==> src/rtl/clamp_pkg.sv <==
package clamp_pkg;

  typedef enum logic {
    TRIG_TRAILING = 1'b0,
    TRIG_LEADING  = 1'b1
  } trig_edge_e;

  typedef enum logic [1:0] {
    SYNC_STEADY = 2'b00,
    SYNC_RISE   = 2'b01,
    SYNC_FALL   = 2'b10
  } sync_event_e;

endpackage

==> src/rtl/clamp_edge_detect.sv <==
module clamp_edge_detect
  import clamp_pkg::*;
(
  input  logic clk,
  input  logic rst_n,
  input  logic sync_i,
  input  logic lead_sel_i,
  output logic primed_o,
  output logic trig_o
);

  logic        prev_q;
  logic        primed_q;
  sync_event_e evt;
  trig_edge_e  want;

  always_ff @(posedge clk) begin
    if (!rst_n) begin
      prev_q   <= 1'b0;
      primed_q <= 1'b0;
    end else begin
      prev_q   <= sync_i;
      primed_q <= 1'b1;
    end
  end

  always_comb begin
    evt = SYNC_STEADY;
    if (primed_q) begin
      if (sync_i && !prev_q)      evt = SYNC_RISE;
      else if (!sync_i && prev_q) evt = SYNC_FALL;
    end
  end

  assign want = trig_edge_e'(lead_sel_i);

  always_comb begin
    unique case (want)
      TRIG_LEADING:  trig_o = (evt == SYNC_RISE);
      TRIG_TRAILING: trig_o = (evt == SYNC_FALL);
      default:       trig_o = 1'b0;
    endcase
  end

  assign primed_o = primed_q;

endmodule

==> src/rtl/clamp_width_timer.sv <==
module clamp_width_timer #(
  parameter int CODE_W = 3,
  parameter int STEP   = 4,
  localparam int MAX_LEN = (2 ** CODE_W) * STEP,
  localparam int CNT_W   = $clog2(MAX_LEN + 1)
) (
  input  logic              clk,
  input  logic              rst_n,
  input  logic              trig_i,
  input  logic [CODE_W-1:0] code_i,
  output logic              active_o,
  output logic [CNT_W-1:0]  cnt_o
);

  localparam logic [CNT_W-1:0] STEP_V = CNT_W'(STEP);

  logic [CNT_W-1:0] cnt_q;
  logic [CNT_W-1:0] load_v;

  assign load_v = (CNT_W'(code_i) + CNT_W'(1)) * STEP_V;

  always_ff @(posedge clk) begin
    if (!rst_n)               cnt_q <= '0;
    else if (trig_i)          cnt_q <= load_v;
    else if (cnt_q != '0)     cnt_q <= cnt_q - CNT_W'(1);
  end

  assign active_o = (cnt_q != '0);
  assign cnt_o    = cnt_q;

endmodule

==> src/rtl/clamp_level_out.sv <==
module clamp_level_out (
  input  logic active_i,
  input  logic pol_i,
  output logic level_o
);

  assign level_o = active_i ? pol_i : ~pol_i;

endmodule

==> src/rtl/clamp_pulse_gen.sv <==
module clamp_pulse_gen #(
  parameter int CODE_W = 3,
  parameter int STEP   = 4
) (
  input  logic              clk,
  input  logic              rst_n,
  input  logic              hsync_i,
  input  logic              lead_sel_i,
  input  logic              pol_i,
  input  logic [CODE_W-1:0] width_code_i,
  output logic              clamp_o
);

  localparam int MAX_LEN = (2 ** CODE_W) * STEP;
  localparam int CNT_W   = $clog2(MAX_LEN + 1);

  logic             trig;
  logic             primed;
  logic             active;
  logic [CNT_W-1:0] cnt;

  clamp_edge_detect u_edge (
    .clk        (clk),
    .rst_n      (rst_n),
    .sync_i     (hsync_i),
    .lead_sel_i (lead_sel_i),
    .primed_o   (primed),
    .trig_o     (trig)
  );

  clamp_width_timer #(
    .CODE_W (CODE_W),
    .STEP   (STEP)
  ) u_timer (
    .clk      (clk),
    .rst_n    (rst_n),
    .trig_i   (trig),
    .code_i   (width_code_i),
    .active_o (active),
    .cnt_o    (cnt)
  );

  clamp_level_out u_out (
    .active_i (active),
    .pol_i    (pol_i),
    .level_o  (clamp_o)
  );

endmodule

==> config.mk <==
export PLATFORM = sky130hd
export DESIGN_NAME = clamp_pulse_gen
export DESIGN_NICKNAME = d
export VERILOG_FILES = /design/src/rtl/clamp_pkg.sv /design/src/rtl/clamp_edge_detect.sv /design/src/rtl/clamp_width_timer.sv /design/src/rtl/clamp_level_out.sv /design/src/rtl/clamp_pulse_gen.sv
export SDC_FILE = /design/constraint.sdc
export NUM_CORES = 1
export LEC_CHECK = 0
export CORE_AREA = 2 2 39 41
export CTS_BUF_LIST = sky130_fd_sc_hd__clkbuf_4 sky130_fd_sc_hd__clkbuf_8
export DETAILED_ROUTE_END_ITERATION = 6
export DIE_AREA = 0 0 41 43
export PLACE_DENSITY = 0.51
export SYNTH_ARGS = -nofsm -noshare
export SYNTH_HDL_FRONTEND = slang
export SYNTH_SLANG_ARGS = --single-unit
export TNS_END_PERCENT = 100
==> constraint.sdc <==
create_clock -name clk -period 2.3 [get_ports clk]
set_input_delay 0.23 -clock clk [delete_from_list [all_inputs] [get_ports clk]]
set_output_delay 0.23 -clock clk [all_outputs]
set_load 0.02 [all_outputs]
; ---- After elaboration in Yosys (flattened, before gate mapping)
; Cells that the tools add are included.
[word_totals]
register_bits = 8
out_inout_bits = 1
wordCells = 26
[classes]
addsub = 2
eq_ne = 2
muxes = 8
n_bitwise = 3
reduce_logical = 7
[ops]
columns = op, count
row1 = $mux W6, 2
row2 = $mux W2, 3
row3 = $reduce_bool A6 Y1, 1
row4 = $sub A6 B1 Y6 const B, 1
row5 = $add A3 B1 Y4 const B, 1
row6 = $not A1 Y1, 3
row7 = $eq A2 B1 Y1 const B, 1
row8 = $eq A2 B2 Y1 const B, 1
row9 = $logic_and A1 B1 Y1, 2
row10 = $logic_not A1 Y1, 2
row11 = $mux W1, 2
row12 = $pmux W1 S2, 1
row13 = $reduce_bool A2 Y1, 1
row14 = $reduce_or A2 Y1, 1

; ---- Logic depth before layout (Yosys ltp)
[logic_depth]
depth_word = 8
mapped_depth = 5

; ---- Modules after synthesis
; Synthesis repeated with hierarchy kept, for this count alone.
[hier_totals]
cells_unflattened = 49
hier_area_um2 = 457.9
[by_module_without_submodules]
columns = mod, n_inst, cells_per_inst, area_per_inst_um2, seq_area_each_um2
row1 = clamp_width_timer, 1, 42, 379.1, 120.1
row2 = clamp_edge_detect, 1, 6, 70.1, 40.0
row3 = clamp_level_out, 1, 1, 8.8, 0.0

; ---- Least setup slack after synthesis
; OpenSTA, ideal clock, no wires.
[synth_timing]
path_kind = register to output
start = reg u_timer.cnt_q[0] (netlist: u_timer.cnt_o[0])
end = out clamp_o
t_arrival_ns = 1.141
slack_ns = 0.929
path_stages_with_launch = 5
n_path_buf = 0
cell_sequence = dfxtp_1 > inv_1 > ha_1 > nand3b_4 > xnor2_1
[synth_via]
elab_chain_cells = 2
[synth_rtl]
columns = item, line_no
row1 = start: declaration, clamp_width_timer.sv:17  ; logic [CNT_W-1:0] cnt_q;
row2 = start signal: assignment, clamp_width_timer.sv:24  ; else if (trig_i) cnt_q <= load_v;
row3 = start signal: assignment, clamp_width_timer.sv:25  ; else if (cnt_q != '0) cnt_q <= cnt_q - CNT_W'(1);
row4 = $reduce_bool A6 Y1, clamp_width_timer.sv:28  ; assign active_o = (cnt_q != '0);
row5 = $mux W1, clamp_level_out.sv:7  ; assign level_o = active_i ? pol_i : ~pol_i;
row6 = end: declaration, clamp_pulse_gen.sv:11  ; output logic clamp_o
; Every way passes these cells.

; ---- Worst setup path after layout
; Ends and elaborated chain as after synthesis.

==> metrics.cfg <==
[outcome]
status = completed

[finish]
drive_gt1_share_pct = 12.5
diodes = 0
final_nets = 68
register_area_um2 = 160
multiInputGateArea_um2 = 262
area_delta_synth_final_pct = 28.3
filler_cell_count = 155

[power_and_ir_drop]
total_power_uw = 655
clkPwrFrac_pct = 16.4
ir_drop_v = 0.000418
leakagePower_nw = 0.232
intPower_uw = 404
power.net_switching_uw = 251
p_sw_share_pct = 38.3
power_density_mw_per_mm2 = 1180
seq_power_share_pct = 34.1
p_comb_share_pct = 49.5

[sta]
min_period_over_period_pct = 89.6
setup_tns_ns = 0
slew_headroom_pct = 81.9
hold_viol = 0
fmax_mhz = 485
tightest_slew_ns = 0.271
slew_viol_final = 0
skew_ns = 0.00445
rsz0062_at_grt = false
min_period_ns = 2.06
setup_viol_count_final = 0

[clocking]
root_buffer = clkbuf_4
h-tree-depth = 1
cts.sinks = 8
cts_resized = 0
cts_buffers = 3
path_clk_slew_ns = 0.06
tritoncts = done
clk_latency_ns = 0.25
holdBufCountCts = 0
cts_setup_buffers = 0
clockBufferDepth = 2

[logic_synthesis]
synth-seq-area-share_pct = 37.0
yosys_warnings = 0
yosysTopAreaCellShare_pct = 37.0
netlist_top_cells_area = dfxtp_1, xor2_1, ha_1
synth_edf_count = 0
ys_ff_latch = 8
synth_fp_nets = 55
synthCells = 45
synthFlopType = dfxtp_1
ys_top_cells_by_count = dfxtp_1, nor2_1, inv_1, nand2_1, xor2_1
yosysUniqueCellTypes = 23
avgSynthCellArea_um2 = 9.62
synthArstFlopShare_pct = 0
yosysMostFrequentCell = dfxtp_1
synth_area_um2 = 433
synth_top_area_cell = dfxtp_1

[place]
dp_hpwl_um = 585
place.gp.congestion = 0.630
port_buffers = 8

[route]
drt_iter0_drc = 3
post_drt_wl_per_cell_um = 10.2
vias = 352
via_per_inst = 4.89
final_antenna_net_count = 0
dr.pass1.iters = 4
routed_wl_um = 737
drc = 0

[grt]
first_global_vias = 314
grt_use_total_pct = 11.8
grt_max_degree = 10
met1_usage_pct = 13.6
grt_first_pass_wirelength_mm = 1.29
antenna_found_initial = 0
grt_util_met2_pct = 15.0
grt_util_met3_pct = 9.42
grt_busiest_layer = met2
globalRouteOverflowTotal = 0

[die]
die_w_um = 41
floorplan.rows = 14
start_util_pct = 31.3
fp.coreArea_mm2 = 0.00138
ioPinCount = 9
die_y_um = 43
die_area_mm2 = 0.00176

[critical_path]
crit_type = reg2out
rr_worst_depth = 5
reg2reg_from = u_timer.cnt_o[0]
start_kind = register
critPathCaptureType = output port
critPathMaxFanout = 7
rr_endpoint = u_timer.cnt_o[2]
cp.required_ns = 2.07
crit_arrival_ns = 1.83
reg2reg_slack_ns = 0.99

[hold_path]
worstHoldPathCells = 2
hold_end = u_timer.cnt_o[1]
min_path_type = reg2reg
min_from = u_timer.cnt_o[1]

[flow_run]
drv_cap = 0

[area by class of cell]
class                      count  area share [%]
tap                           16            3.60
inverter                       3            2.03
clock buffer                   3            4.05
timing repair buffer           8            14.4
sequential                     8            28.8
multi-input combinational     34            47.1
[layout by cell type (no fill, tap or decap), types with 2 or more instances in the layout]
| cell type | Yosys | final |
|---|---|---|
| inv_1 | 3 | 3 |
| nor2_1 | 6 | 6 |
| dfxtp_1 | 8 | 8 |
| xnor2_1 | 2 | 2 |
| nand2_1 | 3 | 3 |
| a211oi_1 | 2 | 2 |
| nand3_1 | 2 | 2 |
| xor2_1 | 3 | 3 |
| ha_1 | 2 | 2 |
| clkbuf_4 | 0 | 3 |
| clkdlybuf4s50_1 | 0 | 8 |
[cells by family after synthesis]
logic type | synth area share [%]
buffers and inverters | 2.60
AO/OA/AOI/OAI | 16.8
XOR/XNOR | 10.1
adder cells (fa/ha/maj) | 5.78
flip-flops | 37.0
AND/OR/NAND/NOR | 27.7
[registers in the layout (all words and copies together), names as in the netlist]
signal / cells
u_edge.primed_o: 1
u_edge.prev_q: 1
u_timer.cnt_o: 6
[per-stage QoR]
stage	cells	cell area [µm²]	utilization (%)	setup WS [ns]	hold slack, ns
2_1_floorplan	45	433	-	0.929	0.258
3_3_place_gp	69	533	38.5	0.514	0.516
3_5_place_dp	69	533	38.5	0.503	0.516
4_1_cts	72	556	40.1	0.219	0.523
5_1_grt	72	556	40.1	0.123	0.567
6_report	72	556	40.1	0.240	0.522
[how the worst max path moves through the flow]
| stage | start | to | slack [ns] | depth (start not counted) |
|---|---|---|---|---|
| 3_5_place_dp | u_timer.cnt_o[0] | clamp_o | 0.50 | 5 |
| 5_1_grt | u_timer.cnt_o[0] | clamp_o | 0.12 | 5 |
| 4_1_cts | u_timer.cnt_o[0] | clamp_o | 0.22 | 5 |
| 2_1_floorplan | u_timer.cnt_o[0] | clamp_o | 0.93 | 4 |
| 3_3_place_gp | u_timer.cnt_o[0] | clamp_o | 0.51 | 5 |
| 6_report | u_timer.cnt_o[0] | clamp_o | 0.24 | 5 |
[critical path: stages, from the launching register on]
cell and delay (ns):
dfxtp_1 0.37, inv_1 0.06, ha_1 0.27, nand3b_4 0.15, xnor2_1 0.12, clkdlybuf4s50_1 0.61
[power groups by stage]
stage / Clock [mW] / Combinational (mW) / Sequential, mW
floorplan: 0 / 0.253 / 0.219
global placement: 0 / 0.330 / 0.229
detailed placement: 0 / 0.327 / 0.227
CTS: 0.115 / 0.329 / 0.224
global route: 0.120 / 0.367 / 0.230
finish: 0.108 / 0.324 / 0.224
[metal layers]
layer,vias up,routed length [µm],part of all wire [%]
met5,-,0,0
li1,183,-,-
met4,0,0,0
met1,161,325,44
met3,0,53,7.2
met2,8,358,49
(Power assumes the default switching activity.)
